### config.mk
export PLATFORM = sky130hd
export DESIGN_NAME = cos_irq_ctrl
export DESIGN_NICKNAME = d
export VERILOG_FILES = /design/src/rtl/cos_irq_pkg.sv /design/src/rtl/cos_sync_bank.sv /design/src/rtl/cos_change_det.sv /design/src/rtl/cos_ctrl_decode.sv /design/src/rtl/cos_irq_latch.sv /design/src/rtl/cos_irq_ctrl.sv
export SDC_FILE = /design/constraint.sdc
export NUM_CORES = 1
export LEC_CHECK = 0
export ABC_AREA = 1
export BUFFER_PORTS_ARGS = -buffer_cell sky130_fd_sc_hd__buf_4
export CAP_MARGIN = 25
export CORE_ASPECT_RATIO = 0.8
export CORE_MARGIN = 2
export CORE_UTILIZATION = 55
export DETAILED_ROUTE_END_ITERATION = 7
export GPL_TIMING_DRIVEN = 0
export PLACE_DENSITY = 0.78
export SYNTH_ARGS = -nofsm -noshare
export SYNTH_HDL_FRONTEND = slang
export SYNTH_SLANG_ARGS = --single-unit
### constraint.sdc
create_clock -name clk -period 1.4 [get_ports clk]
set_input_delay 0.07 -clock clk [delete_from_list [all_inputs] [get_ports clk]]
set_output_delay 0.07 -clock clk [all_outputs]
set_load 0.01 [all_outputs]
### src/rtl/cos_irq_pkg.sv
package cos_irq_pkg;
  localparam int CTL_W   = 16;
  localparam int EN_BIT  = 8;
  localparam int CLR_BIT = 0;

  typedef struct packed {
    logic en;
    logic drop;
  } ctl_state_t;
endpackage

### src/rtl/cos_sync_bank.sv
module cos_sync_bank #(
  parameter int WIDTH  = 32,
  parameter int STAGES = 2
) (
  input  logic             clk,
  input  logic             rst_n,
  input  logic [WIDTH-1:0] async_in,
  output logic [WIDTH-1:0] sync_out
);
  logic [WIDTH-1:0] stg [STAGES];

  for (genvar s = 0; s < STAGES; s++) begin : g_stage
    if (s == 0) begin : g_first
      always_ff @(posedge clk) begin
        if (!rst_n) stg[0] <= '0;
        else        stg[0] <= async_in;
      end
    end else begin : g_rest
      always_ff @(posedge clk) begin
        if (!rst_n) stg[s] <= '0;
        else        stg[s] <= stg[s-1];
      end
    end
  end

  assign sync_out = stg[STAGES-1];
endmodule

### src/rtl/cos_change_det.sv
module cos_change_det #(
  parameter int WIDTH = 32
) (
  input  logic             clk,
  input  logic             rst_n,
  input  logic [WIDTH-1:0] cur,
  output logic             change
);
  logic [WIDTH-1:0] prev_q;

  always_ff @(posedge clk) begin
    if (!rst_n) prev_q <= '0;
    else        prev_q <= cur;
  end

  assign change = |(cur ^ prev_q);

  AST_PREV_TRACKS: assert property (@(posedge clk) disable iff (!rst_n)
    1'b1 |=> prev_q == $past(cur));
endmodule

### src/rtl/cos_ctrl_decode.sv
module cos_ctrl_decode
  import cos_irq_pkg::*;
(
  input  logic             clk,
  input  logic             rst_n,
  input  logic             ctl_wr,
  input  logic [CTL_W-1:0] ctl_wdata,
  output ctl_state_t       st
);
  logic en_q;

  always_ff @(posedge clk) begin
    if (!rst_n)      en_q <= 1'b0;
    else if (ctl_wr) en_q <= ctl_wdata[EN_BIT];
  end

  always_comb begin
    st.en   = en_q;
    st.drop = ctl_wr & (ctl_wdata[CLR_BIT] | ~ctl_wdata[EN_BIT]);
  end

  AST_EN_FOLLOWS_WRITE: assert property (@(posedge clk) disable iff (!rst_n)
    ctl_wr |=> en_q == $past(ctl_wdata[EN_BIT]));
  AST_EN_HOLDS: assert property (@(posedge clk) disable iff (!rst_n)
    !ctl_wr |=> $stable(en_q));
endmodule

### src/rtl/cos_irq_latch.sv
module cos_irq_latch (
  input  logic clk,
  input  logic rst_n,
  input  logic en,
  input  logic change,
  input  logic drop,
  output logic irq_q
);
  always_ff @(posedge clk) begin
    if (!rst_n)             irq_q <= 1'b0;
    else if (drop)          irq_q <= 1'b0;
    else if (en && change)  irq_q <= 1'b1;
  end

  AST_DROP_WINS: assert property (@(posedge clk) disable iff (!rst_n)
    drop |=> !irq_q);
  AST_LEVEL_HOLDS: assert property (@(posedge clk) disable iff (!rst_n)
    irq_q && !drop |=> irq_q);
  AST_NO_SPURIOUS: assert property (@(posedge clk) disable iff (!rst_n)
    !irq_q && !(en && change) |=> !irq_q);
endmodule

### src/rtl/cos_irq_ctrl.sv
module cos_irq_ctrl
  import cos_irq_pkg::*;
#(
  parameter int WIDTH       = 32,
  parameter int SYNC_STAGES = 2
) (
  input  logic             clk,
  input  logic             rst_n,
  input  logic [WIDTH-1:0] pins_in,
  input  logic             ctl_wr,
  input  logic [CTL_W-1:0] ctl_wdata,
  output logic             irq
);
  logic [WIDTH-1:0] pins_sync;
  logic             change;
  ctl_state_t       st;

  cos_sync_bank #(.WIDTH(WIDTH), .STAGES(SYNC_STAGES)) u_sync (
    .clk(clk), .rst_n(rst_n), .async_in(pins_in), .sync_out(pins_sync)
  );

  cos_change_det #(.WIDTH(WIDTH)) u_det (
    .clk(clk), .rst_n(rst_n), .cur(pins_sync), .change(change)
  );

  cos_ctrl_decode u_ctl (
    .clk(clk), .rst_n(rst_n), .ctl_wr(ctl_wr), .ctl_wdata(ctl_wdata), .st(st)
  );

  cos_irq_latch u_lat (
    .clk(clk), .rst_n(rst_n), .en(st.en), .change(change),
    .drop(st.drop), .irq_q(irq)
  );

  AST_OFF_MEANS_LOW: assert property (@(posedge clk) disable iff (!rst_n)
    !st.en |-> !irq);
  AST_RISE_NEEDS_CHANGE: assert property (@(posedge clk) disable iff (!rst_n)
    $rose(irq) |-> $past(change && st.en));
endmodule

# Yosys cells after proc, flatten, opt, wreduce, memory -nomap -nowiden
# Memory sizes are Yosys's and may differ from the RTL's.
# Cells that the tools add are included.
[classes] mux=4 bitwise=7 n_reduce_logical=3
[ops] operator="two-way mux 32 bit" n=2
[ops] operator="OR reduction 32 bit" n=1
[ops] operator="bitwise XOR 32 bit" n=1
[ops] operator="OR 1 bit" n=3
[ops] operator="two-way mux 1 bit" n=2
[ops] operator="inverter 1 bit" n=2
[ops] operator="OR reduction 2 bit" n=1
[ops] operator="AND 1 bit" n=1
[ops] operator="logical AND 1 bit" n=1
[word_totals] elab_cells=18 output_inout_bits=1 in_bits=51 register_bits=34 mem_bits_rw=64 mem_count=1
[memory_table] name="u_sync.stg" words=2 word_bits=32 rd=2 rd_clocked_by_memory_dff=0 write_ports=2 line_no="cos_sync_bank.sv:10" text="logic [WIDTH-1:0] stg [STAGES];"

# Longest topological paths before layout
# Gate-level depths: netlist (run 1).
[logic_depth] word_depth=4 depth_mapped=10 mapped_depth_nobuf=10

# Hierarchy
# From an unflattened synthesis (run 1), not the netlist that was laid out.
[hier_totals] hier_cells=400 hier_area_um2=3293.2
[by_module_without_submodules] mod="cos_sync_bank" cells_each=199 area_per_inst_um2=1840.5 instances=1 seq_area_each_um2=1281.2
[by_module_without_submodules] mod="cos_change_det" cells_each=186 area_per_inst_um2=1352.5 instances=1 seq_area_each_um2=640.6
[by_module_without_submodules] mod="cos_ctrl_decode" cells_each=9 area_per_inst_um2=56.3 instances=1 seq_area_each_um2=20.0
[by_module_without_submodules] mod="cos_irq_latch" cells_each=6 area_per_inst_um2=43.8 instances=1 seq_area_each_um2=20.0

# Worst setup path before layout (run 1)
# Ideal clock, no wire load.
[synth_timing] path_type="reg-to-reg" from="memory u_sync.stg[1][4]" to="register u_lat.irq_q" t_required_ps=1284 slack_ps=441 stages_incl_launch_ff=9 period_less_slack_ps=959 n_path_buf=0 arrival_time_ps=843 setup_ps=116 path_cell_list="dfxtp_1 -> xnor2_1 -> nand2_1 -> nor2_1 -> nand2_1 -> nor2_1 -> nand2_1 -> nand2_1 -> a21oi_1"
[synth_rtl] item="start, declared" line_no="cos_sync_bank.sv:10"
[synth_rtl] item="end signal, assigned" line_no="cos_irq_latch.sv:10" text="if (!rst_n) irq_q <= 1'b0;"
[synth_rtl] item="end signal, assigned" line_no="cos_irq_latch.sv:11" text="else if (drop) irq_q <= 1'b0;"
[synth_rtl] item="end signal, assigned" line_no="cos_irq_latch.sv:12" text="else if (en && change) irq_q <= 1'b1;"
[synth_rtl] item="end, declared" line_no="cos_irq_latch.sv:7" text="output logic irq_q"

==> results of run 1 <==
[power breakdown]
group	switching, mW	internal [mW]	total, mW	leakage [nW]
clock	0.937	1.06	1.99	0.109
combinational	0.187	0.235	0.421	1.60
sequential	0.0509	2.90	2.95	0.807
[logic make-up (layout without fill, tap and decap cells)]
family	after synthesis	in the layout	synth area share, %
AO/OA/AOI/OAI	3	3	0.535
buffers and inverters	127	214	15.4
flip-flops	98	98	59.9
XOR/XNOR	23	23	6.15
AND/OR/NAND/NOR	157	157	18.0
[worst max path at each step]
stage,start,end,cells past startpoint
after floorplan,u_sync.stg[1][4],u_lat.irq_q,8
after CTS,ctl_wr,u_ctl.en_q,6
final,ctl_wr,u_ctl.en_q,6
after global routing,ctl_wr,u_ctl.en_q,6
after detailed placement,u_sync.stg[1][26],u_lat.irq_q,8
after global placement,u_sync.stg[1][25],u_lat.irq_q,8
[Yosys cell counts]
master / n / area [sq um]
a21oi_1: 1 / 5.00
buf_4: 5 / 37.5
nand2_1: 145 / 544
xnor2_1: 23 / 201
dfxtp_1: 98 / 1960
o21ai_0: 1 / 5.00
buf_2: 6 / 30.0
inv_1: 116 / 435
a21o_1: 1 / 7.51
nor2_1: 12 / 45.0
[through the flow]
stage	util, %	setup slack (ps)	hold WS, ps
after global routing	72.6	10.5	145
after floorplan	-	441	168
after global placement	62.6	304	249
after detailed placement	62.6	287	255
final	72.6	56.2	139
after CTS	72.6	119	110
[layer usage]
layer | share of wire (%) | track usage [%] | routed length [um]
met1 | 43 | 19.3 | 2420
met2 | 51 | 36.2 | 2860
met4 | 2.2 | 8.21 | 123
met5 | 0 | 0 | 0
met3 | 3.9 | 7.02 | 220
[registers in the layout, indices dropped and copies added (netlist names)]
signal	flops
u_lat.irq_q	1
u_det.prev_q	32
u_ctl.en_q	1
u_sync.stg	64
[worst reg2reg max path, cell delays in order (launching register included)]
cell     delay [ps]
dfxtp_1         340
xnor2_1         180
nand2_1          70
nor2_1          130
nand2_1          90
nor2_1           90
nand2_1          80
nand2_1          60
a21oi_1          50
[final cells by class]
| type | instances | share of cell area, % |
|---|---|---|
| clock buffer | 10 | 3.26 |
| tap | 81 | 2.40 |
| buffer | 11 | 1.60 |
| sequential | 98 | 46.5 |
| multi-input combinational | 183 | 19.1 |
| clock inverter | 6 | 2.10 |
| inverter | 116 | 10.3 |
| timing repair buffer | 71 | 14.7 |
[repair_timing]
item / 4_1_cts / 5_1_grt
setup endpoints to repair: 0 / 0
hold endpoints to repair: 34 / 0
hold buffers: 35 / 0
==> reports/metrics.csv, run 1 <==
stage,metric,value,unit
critical_path,critPathSlowestCell,dlygate4sd3_1,
timing,grt_setup_unrepaired,no,
critical_path,crit_chain,dlygate4sd3_1 > buf_4 > inv_1 > o21ai_0 > nor2_1 > dlygate4sd3_1,
hold_path,worstHoldStart,rst_n,
timing,tns,0,ps
global_routing,antenna_found_initial,0,
critical_path,crit_buf_inv,4,
logic_synthesis,synth_nets,459,
critical_path,crit_top_cell,dlygate4sd3_1,
finish,diodes,0,
hold_path,min_path_type,input port to register,
critical_path,start_kind,input port,
timing,fin_crit,1340,ps
routing,drt_iter0_markers,47,
clock_network,post_cts_buffers,0,
finish,drive_gt1_share,12.7,%
finish,nFillCells,438,
clock_network,cts_tree,built,
finish,final_common_cell,nand2_1,
place,hpwl,3460,um
floorplanning,pin_count,52,
hold_path,min_to,u_lat.irq_q,
global_routing,grt_pass1_vias,2362,
place,port_buffers,36,
floorplanning,die-area,0.00659,sq mm
timing,skew,6.52,ps
critical_path,endpoint_kind,register,
hold_path,hold_depth,4,
critical_path,reg2reg_depth,8,
pwr,leakage,2.52,nW
logic_synthesis,yosysSeqAreaShare,59.9,%
pwr,power_density,1270,mW/mm^2
place,finalWeightedCongestion,0.725,
global_routing,grt_pass1_wl,9600,um
clock_network,clkTransAtPathRegs,90,ps
clock_network,cts.path.max_buffers,2,
place,dpl-instance-area,0.00364,sq mm
global_routing,grt_max_degree,17,
finish,nNetsFinal,541,
timing,fmax,744,MHz
finish,final_cell_mix,"nand2_1, inv_1, dfxtp_1",
routing,routed_via_density,4.07,
floorplanning,coreArea,0.00582,sq mm
clock_network,cts_resized,0,
logic_synthesis,synth-seq-cells,98,
run,cap_violations,0,
floorplanning,dieHeight,73,um
routing,num_vias,2347,
routing,dr.pass1.iters,4,
timing,finalHoldViolations,0,
pwr,total_power,5.37,mW
critical_path,cp_slowest_stage_delay,550,ps
clock_network,clock_latency,360,ps
clock_network,h-tree-depth,3,
floorplanning,row_count,25,
timing,slew_violations,0,
clock_network,cts_made_buffers,9,
critical_path,arrival,1600,ps
finish,ff_latch_area,0.00196,sq mm
finish,design_area,0.00422,sq mm
critical_path,regToRegSetupSlack,210,ps
floorplanning,start_util,56.3,%
routing,ant_nets,0,
timing,setup_viol,0,
global_routing,grtUsageTotal,19.1,%
clock_network,clock-root-buffer,clkbuf_8,
routing,routedWlPerCell,9.76,um
global_routing,globalRoute.totalOverflow,0,
place,dpl.cell_count,525,
timing,min_period_over_period,96.0,%
clock_network,clock-sinks,98,
logic_synthesis,yosysWarnings,0,
critical_path,rr_endpoint,u_lat.irq_q,
critical_path,worstSetupPathType,input port to register,
timing,slew_headroom,82.0,%
finish,fin_cells,576,
routing,drc,0,
logic_synthesis,avgSynthCellArea,8.02,sq um
logic_synthesis,synth_area,0.00327,sq mm
pwr,peakVddDrop,0.000926,V
floorplanning,die_w,90.3,um
critical_path,timing.rr.start,u_det.prev_q[24],
outcome,status,"finished, final reports clean",
finish,multiInputGateArea,808,sq um
logic_synthesis,synthCells,408,
critical_path,worstPathMaxFanout,3,
critical_path,crit_required,1660,ps
finish,area_growth,29.0,%
logic_synthesis,synth_cell_types,10,
timing,tightestPinTransition,268,ps
routing,detail_route.wirelength,5620,um
critical_path,crit_family,buffers and inverters,
(Power assumes the default switching activity.)
==> run 2, diff against run 1 <==
--- a/config.mk
+++ b/config.mk
@@ -10,10 +10,9 @@
 export CAP_MARGIN = 25
 export CORE_ASPECT_RATIO = 0.8
 export CORE_MARGIN = 2
-export CORE_UTILIZATION = 55
+export CORE_UTILIZATION = 40
 export DETAILED_ROUTE_END_ITERATION = 7
 export GPL_TIMING_DRIVEN = 0
-export PLACE_DENSITY = 0.78
 export SYNTH_ARGS = -nofsm -noshare
 export SYNTH_HDL_FRONTEND = slang
 export SYNTH_SLANG_ARGS = --single-unit
==> run 2 against run 1 <==
Final cell count increased by 4.5%. Via count decreased by 3.5%. Clock power decreased by 21%. Register-to-register slack improved by 70 ps. Final area decreased by 0.83%.
==> reports/metrics.csv, run 2 (synthesis gave the netlist of run 1 again) <==
stage,metric,value,unit
timing,fin_ws,283,ps
critical_path,rr_endpoint,u_lat.irq_q,
critical_path,crit_required,1650,ps
hold_path,min_path_type,input port to register,
global_routing,grt_max_degree,17,
floorplanning,die_w,105,um
routing,num_vias,2265,
finish,area_growth,27.9,%
timing,grt_setup_unrepaired,no,
place,hpwl,3200,um
critical_path,startpoint,u_sync.stg[1][14],
pwr,power.switching,1.15,mW
critical_path,worstSetupPathType,register to register,
timing,tightestPinTransition,294,ps
floorplanning,start_util,41.2,%
pwr,combPwrFrac,8.2,%
critical_path,endpoint_kind,register,
place,finalWeightedCongestion,0.724,
critical_path,cp-endpoint,u_lat.irq_q,
finish,diodes,0,
timing,fin_crit,1120,ps
pwr,peakVddDrop,0.000534,V
routing,drc,0,
timing,fmax,895,MHz
clock_network,clock-root-buffer,clkbuf_8,
clock_network,cts_tree,built,
finish,fin_cells,602,
pwr,switching_share,23.3,%
critical_path,crit_chain,xnor2_1 > nand2_1 > nor2_1 > nand2_1 > nor2_1 > nand2_1 > nand2_1 > a21oi_1,
routing,drt_iter0_markers,47,
place,place_ws,316,ps
global_routing,grtUsageTotal,12.5,%
finish,reg_top3,"u_sync.stg (64), u_det.prev_q (32)",
global_routing,antenna_found_initial,0,
pwr,clkPwrFrac,31.9,%
finish,nFillCells,749,
critical_path,arrival,1370,ps
global_routing,grt_pass1_wl,8630,um
outcome,status,"finished, final reports clean",
pwr,power_frac_seq,59.8,%
timing,slew_headroom,80.2,%
clock_network,cts.path.max_buffers,2,
global_routing,globalRoute.totalOverflow,0,
clock_network,clock_latency,360,ps
finish,nNetsFinal,540,
floorplanning,pin_count,52,
pwr,leakage,2.49,nW
clock_network,h-tree-depth,3,
pwr,p_int,3.78,mW
floorplanning,dieHeight,84.9,um
finish,drive_gt1_share,12.6,%
clock_network,cts_made_buffers,9,
place,dpl.cell_count,552,
critical_path,regToRegSetupSlack,280,ps
routing,routed_via_density,3.76,
run,cap_violations,0,
timing,slew_violations,0,
pwr,power_density,1180,mW/mm^2
clock_network,post_cts_buffers,0,
routing,routedWlPerCell,8.14,um
critical_path,reg2reg_depth,8,
timing,skew,10.9,ps
critical_path,critPathSlowestCell,dfxtp_1,
timing,finalHoldViolations,0,
clock_network,clock-sinks,98,
critical_path,cp_slowest_stage_delay,370,ps
finish,final_cell_mix,"nand2_1, inv_1, dfxtp_1",
global_routing,grt_pass1_vias,2085,
critical_path,start_kind,register,
finish,largest_register_ff_count,64,
critical_path,timing.rr.start,u_sync.stg[1][14],
finish,largest_register,u_sync.stg,
timing,tns,0,ps
finish,final_common_cell,nand2_1,
floorplanning,row_count,29,
floorplanning,coreArea,0.00795,sq mm
place,port_buffers,36,
routing,detail_route.wirelength,4900,um
floorplanning,die-area,0.00893,sq mm
clock_network,clkTransAtPathRegs,80,ps
routing,dr.pass1.iters,4,
timing,min_period_over_period,79.8,%
critical_path,crit_top_cell,nand2_1,
routing,ant_nets,0,
timing,setup_viol,0,
critical_path,worstPathMaxFanout,2,
-- run 2: cell types whose count changed in the layout (fill, tap and decap cells not counted) --
cell,delta
bufinv_16,-2
clkbuf_1,+1
clkbuf_8,-1
clkinv_2,+2
clkinvlp_4,-1
dlygate4sd3_1,-1
inv_6,+1
-- run 2: per-layer routing --
layer	share of wire, %	track usage, %	routed length, um	vias to the layer above
met5	0	0	0	-
met4	2.2	5.82	108	0
met3	4.5	4.61	222	9
met2	44	20.9	2140	38
met1	50	14.5	2430	951
li1	-	-	-	1267
-- run 2: worst min-delay path by stage --
stage / depth (start not counted) / start / slack [ps] / end
final: 3 / ctl_wdata[8] / 70 / u_ctl.en_q
after global routing: 3 / ctl_wdata[8] / 60 / u_ctl.en_q
after CTS: 3 / ctl_wdata[8] / 20 / u_ctl.en_q
after detailed placement: 3 / pins_in[4] / 250 / u_sync.stg[0][4]
after global placement: 3 / pins_in[0] / 250 / u_sync.stg[0][0]
after floorplan: 2 / pins_in[0] / 170 / u_sync.stg[0][0]
-- run 2: worst max-delay path: cells and delay by family (launching register included) --
family          cells  cell delay [ps]
compound gates      1               60
flops               1              370
xor+xnor            1              130
simple gates        6              480
-- run 2: metrics by stage --
stage / utilization (%) / hold slack (ps) / cell area, sq um / power (mW)
after detailed placement: 46.3 / 254 / 3680 / 3.35
after CTS: 52.7 / 22.5 / 4190 / 5.01
after floorplan: - / 168 / 3270 / 3.22
final: 52.7 / 65.0 / 4190 / 4.93
after global placement: 46.3 / 251 / 3680 / 3.34
after global routing: 52.7 / 55.7 / 4190 / 5.20
-- run 2: final cells by class --
| class | count | area [sq um] | share of cell area, % |
|---|---|---|---|
| Timing Repair Buffer | 70 | 611 | 14.6 |
| Inverter | 116 | 435 | 10.4 |
| Clock inverter | 6 | 40.0 | 0.956 |
| Sequential cell | 98 | 1960 | 46.9 |
| Tap cell | 108 | 135 | 3.23 |
| Clock buffer | 10 | 128 | 3.05 |
| Multi-Input combinational cell | 183 | 808 | 19.3 |
| Buffer | 11 | 67.6 | 1.61 |
-- run 2: what timing repair did --
action,4_1_cts,5_1_grt
hold buffers,34,0
gates resized for setup,0,0
endpoints found under the hold margin,34,0
-- run 2: power by group through the flow --
stage / clock network (mW) / registers (mW) / logic [mW]
after floorplan: 0 / 3.01 / 0.211
after global placement: 0 / 3.01 / 0.332
after detailed placement: 0 / 3.01 / 0.338
after CTS: 1.65 / 2.95 / 0.414
after global routing: 1.76 / 2.96 / 0.468
final: 1.57 / 2.95 / 0.406
